[src/rtl/bcd_chain_pkg.sv]
package bcd_chain_pkg;

    typedef logic [3:0] digit_t;

    typedef enum logic {
        STYLE_TOGGLE = 1'b0,
        STYLE_RELOAD = 1'b1
    } step_style_e;

    localparam digit_t DIGIT_MAX = 4'd9;

    // Per-bit toggle vector of a decade, ordered {b3, b2, b1, b0}.
    function automatic digit_t toggle_mask(input digit_t q);
        digit_t t;
        t[0] = 1'b1;
        t[1] = ~q[3] & q[0];
        t[2] = q[1] & q[0];
        t[3] = (q[3] & q[0]) | (q[2] & q[1] & q[0]);
        return t;
    endfunction

    // Terminal state of a decade: only 9 has both b3 and b0 set in 0..9.
    function automatic logic at_top(input digit_t q);
        return q[3] & q[0];
    endfunction

endpackage

[src/rtl/bcd_decade_toggle.sv]
module bcd_decade_toggle
    import bcd_chain_pkg::*;
(
    input  logic   clk,
    input  logic   rst,
    input  logic   step,
    output digit_t digit
);
    digit_t mask;

    always_comb mask = toggle_mask(digit) & {4{step}};

    always_ff @(posedge clk) begin
        if (rst) digit <= '0;
        else     digit <= digit ^ mask;
    end
endmodule

[src/rtl/bcd_decade_reload.sv]
module bcd_decade_reload
    import bcd_chain_pkg::*;
(
    input  logic   clk,
    input  logic   rst,
    input  logic   step,
    output digit_t digit
);
    logic wrap;

    always_comb wrap = (digit == DIGIT_MAX);

    always_ff @(posedge clk) begin
        if (rst)       digit <= '0;
        else if (step) digit <= wrap ? '0 : digit + 4'd1;
    end
endmodule

[src/rtl/bcd_decade.sv]
module bcd_decade
    import bcd_chain_pkg::*;
#(
    parameter step_style_e STYLE = STYLE_TOGGLE
) (
    input  logic   clk,
    input  logic   rst,
    input  logic   step,
    output digit_t digit,
    output logic   top
);
    generate
        if (STYLE == STYLE_TOGGLE) begin : g_toggle
            bcd_decade_toggle u_dec (
                .clk   (clk),
                .rst   (rst),
                .step  (step),
                .digit (digit)
            );
        end else begin : g_reload
            bcd_decade_reload u_dec (
                .clk   (clk),
                .rst   (rst),
                .step  (step),
                .digit (digit)
            );
        end
    endgenerate

    always_comb top = at_top(digit);
endmodule

[src/rtl/bcd_chain_counter.sv]
module bcd_chain_counter
    import bcd_chain_pkg::*;
#(
    parameter int          NUM_DECADES = 3,
    parameter step_style_e STYLE       = STYLE_TOGGLE,
    localparam int         DW          = 4 * NUM_DECADES
) (
    input  logic          clk,
    input  logic          rst,
    input  logic          count_en,
    output logic [DW-1:0] digits_o,
    output logic          carry_o
);
    logic [NUM_DECADES:0]   step_chain;
    logic [NUM_DECADES-1:0] tops;

    assign step_chain[0] = count_en;

    generate
        for (genvar k = 0; k < NUM_DECADES; k++) begin : g_dec
            digit_t d;
            bcd_decade #(.STYLE(STYLE)) u_decade (
                .clk   (clk),
                .rst   (rst),
                .step  (step_chain[k]),
                .digit (d),
                .top   (tops[k])
            );
            assign step_chain[k+1] = step_chain[k] & tops[k];
            assign digits_o[4*k +: 4] = d;
        end
    endgenerate

    assign carry_o = step_chain[NUM_DECADES];
endmodule

[config.mk]
export PLATFORM = sky130hd
export DESIGN_NAME = bcd_chain_counter
export DESIGN_NICKNAME = d
export VERILOG_FILES = /design/src/rtl/bcd_chain_pkg.sv /design/src/rtl/bcd_decade_toggle.sv /design/src/rtl/bcd_decade_reload.sv /design/src/rtl/bcd_decade.sv /design/src/rtl/bcd_chain_counter.sv
export SDC_FILE = /design/constraint.sdc
export NUM_CORES = 1
export LEC_CHECK = 0
export BUFFER_PORTS_ARGS = -buffer_cell sky130_fd_sc_hd__buf_2
export CAP_MARGIN = 10
export CORE_AREA = 2 2 39 41
export CTS_CLUSTER_DIAMETER = 60
export DETAILED_ROUTE_END_ITERATION = 16
export DIE_AREA = 0 0 41 43
export GPL_ROUTABILITY_DRIVEN = 0
export REMOVE_ABC_BUFFERS = 1
export SYNTH_ARGS = -nofsm -noshare
export SYNTH_HDL_FRONTEND = slang
export SYNTH_SLANG_ARGS = --single-unit
[constraint.sdc]
create_clock -name clk -period 1.61 [get_ports clk]
set_clock_uncertainty 0.2 [all_clocks]
set_input_delay 0.483 -clock clk [delete_from_list [all_inputs] [get_ports clk]]
set_output_delay 0.483 -clock clk [all_outputs]
set_load 0.01 [all_outputs]
==> results of run 1 <==
==> cell type report <==
cell class | count | area (um^2) | area share
tap | 16 | 20.0 | 0.0271
multi-input combinational | 42 | 259 | 0.351
sequential | 12 | 246 | 0.334
clock buffer | 3 | 22.5 | 0.0305
timing repair buffer | 27 | 175 | 0.237
inverter | 4 | 15.0 | 0.0203
==> kinds of logic (layout without fill, tap and decap cells) <==
kind of cell,after synthesis,in the layout,share of synthesized area
compound gates,12,12,0.118
xor+xnor,4,4,0.0688
buf+inv,6,34,0.0467
flops,12,12,0.472
mux,1,1,0.0221
simple gates,25,25,0.273
==> critical path, cell delays in order (launching register included) <==
cell and delay [ns]:
dfxtp_2 0.36, nand4_4 0.11, nor3_2 0.15, buf_2 0.14
==> layer usage <==
metal,track usage,vias up
met5,0,-
met1,0.196,238
met4,0.0800,0
met3,0.0314,2
met2,0.203,15
li1,-,264
==> power breakdown <==
| group | switching [uW] | total [uW] | internal [uW] |
|---|---|---|---|
| Combinational | 21.7 | 40.3 | 18.6 |
| Clock | 94.7 | 181 | 86.6 |
| Sequential | 4.92 | 307 | 302 |
==> metrics by stage <==
stage	std cells	TNS [ns]	hold slack, ns	util	worst slack (ns)
finish	104	-0.149	0.279	0.533	-0.111
global route	104	-0.348	0.315	0.533	-0.168
CTS	104	-0.163	0.297	0.532	-0.117
detailed placement	99	-0.658	0.291	0.485	-0.166
global placement	99	-0.466	0.282	0.485	-0.145
floorplan	58	-0.138	0.308	-	-0.138
==> placed cells by master (no fill, tap or decap), types with 3 or more instances in the layout <==
cell type	Yosys	final
buf_2	0	14
buf_4	0	11
dfxtp_1	12	7
a21oi_1	6	6
nand2_1	5	5
o21ai_0	6	5
nor2_1	5	5
dfxtp_2	0	5
inv_1	4	4
or3_1	3	3
nand3_1	3	3
xor2_1	3	3
clkbuf_4	0	3
==> final timing paths <==
path	endpoint	start	cells past startpoint
min reg2reg	g_dec[1].u_decade.g_toggle.u_dec.digit[2]	g_dec[1].u_decade.g_toggle.u_dec.digit[2]	2
min	g_dec[1].u_decade.g_toggle.u_dec.digit[3]	rst	3
max	carry_o	g_dec[1].u_decade.g_toggle.u_dec.digit[0]	3
max reg2reg	g_dec[2].u_decade.g_toggle.u_dec.digit[1]	g_dec[1].u_decade.g_toggle.u_dec.digit[0]	5
==> repair_timing <==
item	CTS	global route
cloned	0	0
endpoints found under the setup margin	1	5
buffers inserted	2	0
resized for setup	7	3
pin swaps	1	0
==> flow_summary.ini, run 1 <==
[run_status]
failed_checks = setup timing
run_status = finished with violations

[worst_hold_path]
hold_path_class = input port to flop

[yosys]
yosys-top-cells-area = dfxtp_1 47%, a21oi_1 5.9%, o21ai_0 5.9%
post_synthesis_cell_type_count = 20
synth_enable_flop_cells = 0
seq_area_frac_synth = 0.472
post-synth-top-count-cell = dfxtp_1
synthArstFlopShare = 0
postSynthCellCount = 60
synth_area_um2 = 509
syn-mean-instance-area_um2 = 8.49
synth_largest_area_cell = dfxtp_1
synth_warn = 0
dominantRegCellSynth = dfxtp_1
yosys-top-cells-count = 12 x dfxtp_1, 6 x a21oi_1, 6 x o21ai_0, 5 x nand2_1, 5 x nor2_1
ys_ff_latch = 12
synth_top_area_share = 0.472

[cells_and_area]
postLayoutCellArea_um2 = 738
final_net_count = 93
largest-register = g_dec.u_decade.g_toggle.u_dec.digit
largest_reg_flops = 12
reg.largest.list = g_dec.u_decade.g_toggle.u_dec.digit: 12 flops
drive_gt1_frac = 0.455
area_growth_syn_to_layout_pct = 45.0
num-fill-cells = 134
antenna-diode-count = 0

[die]
die-width_um = 41
row_count = 14
top_level_ports = 16
initial_utilization = 0.368
core_mm2 = 0.00138
die_y_um = 43
die_area_mm2 = 0.00176

[global_routing]
grt_first_pass_wirelength_um = 1730
first_global_vias = 414
antenna_violations_before_repair = 0
grt_remaining_overflow = 0
grtUsageTotal = 0.144
grt_max_degree = 14

[pwr]
ir_worst_vdd_uv = 592
finalPower_uw = 529
p_per_area_mw_per_mm2 = 717
p_leak_uw = 0.000310

[route]
detail_route.drc_violations = 0
drt_first_pass_iters = 4
avgViaCountPerCell = 4.99
top_layer = met4
detail_route.iter0.violations = 6
dr_total_vias = 519
route.met3.wl_um = 74
wire_per_inst_um = 10.6
antenna_left = 0
wirelength_met1_um = 499
routed_wl_um = 1100
routed-wl-met2_um = 504

[timing]
fin_ws_ns = -0.111
setup-violations-final = 2
timing.fmax_ghz = 0.581
tightestPinTransition_ns = 0.170
finalMaxSlewViolations = 0
final_hold_viol_count = 0
rsz0062_at_grt = true
finalCriticalPeriod_ns = 1.72
finalCritPeriodShare = 1.07
timing.slew.headroom = 0.886

[place]
hpwl_um = 781
placed_cell_area_um2 = 671
io_buffers = 15

[clocking]
postCtsHoldBufs = 0
numClockSinks = 12
clk_latency_ns = 0.27
cts.reportedPaths.clkPinSlew_ns = 0.07
h-tree-depth = 1
tritoncts_clock_tree = built
cts_made_buffers = 3
ctsLongestPathBuffers = 2
clockRootBuffer = clkbuf_4

[worst_setup_path]
r2r_setup_slack_ns = 0.01
crit_required_ns = 0.93
worstPathMaxFanout = 2
crit_arrival_ns = 1.04
start_kind = flop
crit_path_end_kind = output port
path_class = flop to output port

[job]
cap_violations = 0
Power figures use the tool's default switching activity.
==> run 2, diff against run 1 <==
--- a/config.mk
+++ b/config.mk
@@ -12,7 +12,9 @@
 export DETAILED_ROUTE_END_ITERATION = 16
 export DIE_AREA = 0 0 41 43
 export GPL_ROUTABILITY_DRIVEN = 0
+export PLACE_DENSITY_LB_ADDON = 0.25
 export REMOVE_ABC_BUFFERS = 1
 export SYNTH_ARGS = -nofsm -noshare
 export SYNTH_HDL_FRONTEND = slang
 export SYNTH_SLANG_ARGS = --single-unit
+export TNS_END_PERCENT = 1
==> run 2 against run 1 <==
The run still ends with setup timing left. Fmax increased by 0.54%. Utilization decreased by 1.2 points. Combinational power about the same. Critical path depth unchanged. Count of clock-buffer cells in the layout increased by 1. Via count decreased by 4.0%. First-iteration DRC count increased by 83%. Non-clock buffer count decreased by 3. Highest routed layer unchanged.
==> flow_summary.ini, run 2 (synthesis results as in run 1) <==
[global_routing]
first_global_vias = 422
global_route.usage.met1 = 0.213
grtUsageTotal = 0.142
global_route.usage.met3 = 0.0314
antenna_violations_before_repair = 0
grt_max_degree = 14
grt.met2_usage = 0.181
global_route.peak_usage_layer = met1
grt_remaining_overflow = 0
grt_first_pass_wirelength_um = 1730

[cells_and_area]
final_common_cell = buf_2
final_net_count = 90
largest-register = g_dec.u_decade.g_toggle.u_dec.digit
reg.largest.list = g_dec.u_decade.g_toggle.u_dec.digit: 12 flops
area_growth_syn_to_layout_pct = 41.8
largest_reg_flops = 12
antenna-diode-count = 0
final_core_util = 0.522
layout.cells.most_common_list = 15 x buf_2, 9 x buf_4, 8 x dfxtp_1
drive_gt1_frac = 0.442

[die]
core_mm2 = 0.00138
row_count = 14
initial_utilization = 0.368
die-width_um = 41
top_level_ports = 16
die_y_um = 43
die_area_mm2 = 0.00176

[route]
detail_route.drc_violations = 0
avgViaCountPerCell = 4.88
drt_first_pass_iters = 4
antenna_left = 0
dr_total_vias = 498
routed_wl_um = 1060
wire_per_inst_um = 10.4
detail_route.iter0.violations = 11

[clocking]
post_cts_setup_driven_buffer_insertion_count = 0
cts_made_buffers = 3
tritoncts_clock_tree = built
h-tree-depth = 1
cts.reportedPaths.clkPinSlew_ns = 0.08
postCtsHoldBufs = 0
clk_latency_ns = 0.27
clockRootBuffer = clkbuf_4
ctsLongestPathBuffers = 2
numClockSinks = 12

[timing]
finalCriticalPeriod_ns = 1.71
rsz0062_at_grt = true
finalCritPeriodShare = 1.06
final_hold_viol_count = 0
holdWs_ns = 0.296
tightestPinTransition_ns = 0.200
timing.fmax_ghz = 0.584
timing.slew.headroom = 0.865
finalMaxSlewViolations = 0
setup-violations-final = 1
fin_ws_ns = -0.102

[pwr]
ir_worst_vdd_uv = 469
p_per_area_mw_per_mm2 = 809
p_leak_uw = 0.000302
finalPower_uw = 584

[worst_hold_path]
hold_path_startpoint = g_dec[1].u_decade.g_toggle.u_dec.digit[2]
min_to = g_dec[1].u_decade.g_toggle.u_dec.digit[2]
hold_path_class = flop to flop
worstHoldPathCells = 2

[worst_setup_path]
ff2ff_path_depth = 4
start_kind = flop
worstPathMaxFanout = 4
crit_required_ns = 0.93
crit_path_end_kind = output port
reg2reg_launch_point = g_dec[1].u_decade.g_toggle.u_dec.digit[0]
crit-reg2reg-capture = g_dec[2].u_decade.g_toggle.u_dec.digit[3]
r2r_setup_slack_ns = 0.10
crit_arrival_ns = 1.03
path_class = flop to output port

[run_status]
failed_checks = setup timing
run_status = finished with violations

[job]
cap_violations = 0

[place]
dpl_worst_slack_ns = -0.152
hpwl_um = 772
io_buffers = 15
[run 2: cell count changes in the layout (fill, tap and decap cells not counted), sizes merged]
cell / delta
buf: -3
clkbuf: +1
[run 2: layout make-up]
| type | count | area [um^2] |
|---|---|---|
| clock buffers | 4 | 36.3 |
| fillers | 124 | 662 |
| inverters | 4 | 15.0 |
| multi-input cells | 42 | 263 |
| flip-flops and latches | 12 | 245 |
| well taps | 16 | 20.0 |
| repair buffers | 24 | 143 |
[run 2: timing repair]
action                     CTS  global route
gates resized for setup      5             2
pin swaps                    2             1
setup endpoints to repair    1             3
cloned                       0             0
[run 2: through the flow]
stage / std cells / setup TNS (ns) / instance area [um^2]
CTS: 102 / -0.137 / 717
global placement: 98 / -0.709 / 663
floorplan: 58 / -0.138 / 500
detailed placement: 98 / -0.820 / 663
global route: 102 / -0.194 / 722
finish: 102 / -0.102 / 722
[run 2: where the power goes]
group          total [uW]  switching [uW]  internal [uW]
combinational        40.5            21.9           18.6
sequential            307            5.01            302
clock                 236            98.6            137
total                 584             125            458
[run 2: worst max-delay path by stage]
| stage | from | to | slack, ns | cells past startpoint |
|---|---|---|---|---|
| after floorplan | g_dec[0].u_decade.g_toggle.u_dec.digit[0] | carry_o | -0.14 | 2 |
| after global placement | count_en | g_dec[2].u_decade.g_toggle.u_dec.digit[3] | -0.14 | 5 |
| after detailed placement | count_en | g_dec[2].u_decade.g_toggle.u_dec.digit[3] | -0.15 | 5 |
| after CTS | g_dec[1].u_decade.g_toggle.u_dec.digit[0] | carry_o | -0.14 | 3 |
| after global routing | g_dec[1].u_decade.g_toggle.u_dec.digit[0] | carry_o | -0.19 | 3 |
| final | g_dec[1].u_decade.g_toggle.u_dec.digit[0] | carry_o | -0.10 | 3 |
[run 2: per-layer routing]
metal  routed length, um  vias up
li1                    -      258
met1                 502      218
met4                   5        0
met3                  91        2
met5                   0        -
met2                 460       20
[run 2: worst max-delay path, cell delays in order (launching register included)]
cell and delay, ns:
dfxtp_2 0.35, nand4_4 0.13, nor3_2 0.15, buf_2 0.14
==> run 3, diff against run 2 <==
--- a/config.mk
+++ b/config.mk
@@ -12,8 +12,10 @@
 export DETAILED_ROUTE_END_ITERATION = 16
 export DIE_AREA = 0 0 41 43
 export GPL_ROUTABILITY_DRIVEN = 0
+export HOLD_SLACK_MARGIN = 0.06
 export PLACE_DENSITY_LB_ADDON = 0.25
 export REMOVE_ABC_BUFFERS = 1
+export SETUP_SLACK_MARGIN = 0.5
 export SYNTH_ARGS = -nofsm -noshare
 export SYNTH_HDL_FRONTEND = slang
 export SYNTH_SLANG_ARGS = --single-unit
==> run 3 against run 2 <==
Critical path depth is the same. First-iteration DRC count decreased by 45%. The flow still finishes with violations (setup timing). Hold slack gained 0.00064 ns. Routed wire length increased by 6.1%. Register-to-register slack about the same. Utilization increased by 7.8 points. Cell count unchanged. Sequential power barely moved. Largest power group unchanged. Sequential cell count did not move. Combinational power rose by 9.9%. Sequential share of layout area decreased by 2.6 points. Via count is 0.40% lower.
==> flow_summary.ini, run 3 (synthesis results as in run 1) <==
[run_status]
run_status = finished with violations
failed_checks = setup timing

[job]
cap_violations = 0

[clocking]
h-tree-depth = 1
numClockSinks = 12
ctsLongestPathBuffers = 2
cts_made_buffers = 3
clk_latency_ns = 0.27
clockRootBuffer = clkbuf_4
postCtsHoldBufs = 0
tritoncts_clock_tree = built
cts.reportedPaths.clkPinSlew_ns = 0.08

[route]
drt_first_pass_iters = 4
detail_route.drc_violations = 0
routed_wl_um = 1120
detail_route.iter0.violations = 6
antenna_left = 0
avgViaCountPerCell = 4.86
wire_per_inst_um = 11.0
dr_total_vias = 496

[global_routing]
grt_max_degree = 14
grtUsageTotal = 0.156
grt_first_pass_wirelength_um = 1900
antenna_violations_before_repair = 0
grt_remaining_overflow = 0
first_global_vias = 467

[timing]
finalCritPeriodShare = 1.07
holdWs_ns = 0.296
tightestPinTransition_ns = 0.253
finalCriticalPeriod_ns = 1.73
rsz0062_at_grt = true
setup-violations-final = 1
finalMaxSlewViolations = 0
fin_ws_ns = -0.117
tns_ns = -0.117
timing.slew.headroom = 0.829
final_hold_viol_count = 0
timing.fmax_ghz = 0.579

[worst_setup_path]
crit_required_ns = 0.93
crit_path_start = g_dec[1].u_decade.g_toggle.u_dec.digit[0]
crit-reg2reg-capture = g_dec[2].u_decade.g_toggle.u_dec.digit[3]
worstPathMaxFanout = 4
r2r_setup_slack_ns = 0.09
reg2reg_launch_point = g_dec[1].u_decade.g_toggle.u_dec.digit[0]
path_class = flop to output port
ff2ff_path_depth = 4
start_kind = flop
crit_path_end_kind = output port
crit_arrival_ns = 1.04

[worst_hold_path]
worstHoldPathCells = 2
min_to = g_dec[1].u_decade.g_toggle.u_dec.digit[2]
hold_path_startpoint = g_dec[1].u_decade.g_toggle.u_dec.digit[2]
hold_path_class = flop to flop

[die]
core_mm2 = 0.00138
die_y_um = 43
die_area_mm2 = 0.00176
initial_utilization = 0.368
die-width_um = 41
top_level_ports = 16
row_count = 14

[cells_and_area]
final_common_cell = buf_6
area.sequential_um2 = 260
area_growth_syn_to_layout_pct = 62.9
final_core_util = 0.599
drive_gt1_frac = 0.581
reg.largest.list = g_dec.u_decade.g_toggle.u_dec.digit: 12 flops
antenna-diode-count = 0
layout.cells.most_common_list = 12 x buf_6, 10 x dfxtp_2, 8 x buf_4
num-fill-cells = 118
finalNonFillerCells = 102
multi_input_area_um2 = 283
largest-register = g_dec.u_decade.g_toggle.u_dec.digit
largest_reg_flops = 12
final_net_count = 90

[place]
placed_cell_count = 98
io_buffers = 15
hpwl_um = 772

[pwr]
finalPower_uw = 586
p_per_area_mw_per_mm2 = 706
p_leak_uw = 0.000314
ir_worst_vdd_uv = 446
[run 3: cell types whose count changed in the layout (fill, tap and decap cells not counted), moves of 2 or more]
cell,previous run,this run
a21oi_1,5,3
a21oi_2,1,3
buf_2,15,4
buf_6,0,12
dfxtp_1,8,0
dfxtp_2,4,10
dfxtp_4,0,2
[run 3: worst max-delay path by stage]
stage | end | cells after the start | slack (ns)
finish | carry_o | 3 | -0.12
global route | carry_o | 3 | -0.21
CTS | carry_o | 3 | -0.14
detailed placement | g_dec[2].u_decade.g_toggle.u_dec.digit[3] | 5 | -0.15
global placement | g_dec[2].u_decade.g_toggle.u_dec.digit[3] | 5 | -0.14
floorplan | carry_o | 2 | -0.14
[run 3: what timing repair did]
action | CTS | global route
gates resized for setup | 28 | 5
setup buffers | 0 | 0
endpoints found under the setup margin | 23 | 24
endpoints found under the hold margin | 0 | 0
pin swaps | 4 | 3
[run 3: cell type report]
type,instances,share of cell area
Sequential cell,12,0.314
Tap cell,16,0.0241
Timing Repair Buffer,24,0.259
Clock buffer,4,0.0437
Inverter,4,0.0181
Multi-Input combinational cell,42,0.341
[run 3: critical path, stage by stage (launching register included)]
cell and delay (ns):
dfxtp_2 0.35, nand4_4 0.13, nor3_2 0.16, buf_2 0.14
[run 3: per-layer routing]
layer  up-vias  part of all wire  GRT usage
li1        258                 -          -
met1       223              0.49      0.223
met2        13              0.44      0.206
met3         2             0.060     0.0419
met4         0            0.0044     0.0800
met5         -                 0          0
[run 3: metrics by stage]
stage | instance area [um^2] | setup WS (ns)
floorplan | 500 | -0.138
global placement | 663 | -0.144
detailed placement | 663 | -0.152
CTS | 810 | -0.137
global route | 830 | -0.208
finish | 830 | -0.117
[run 3: report_power, final]
part / leakage (uW) / switching (uW) / internal (uW) / total, uW
registers: 0.000103 / 5.70 / 300 / 305
clock network: 0.0000210 / 98.9 / 137 / 236
logic: 0.000189 / 22.7 / 21.8 / 44.5
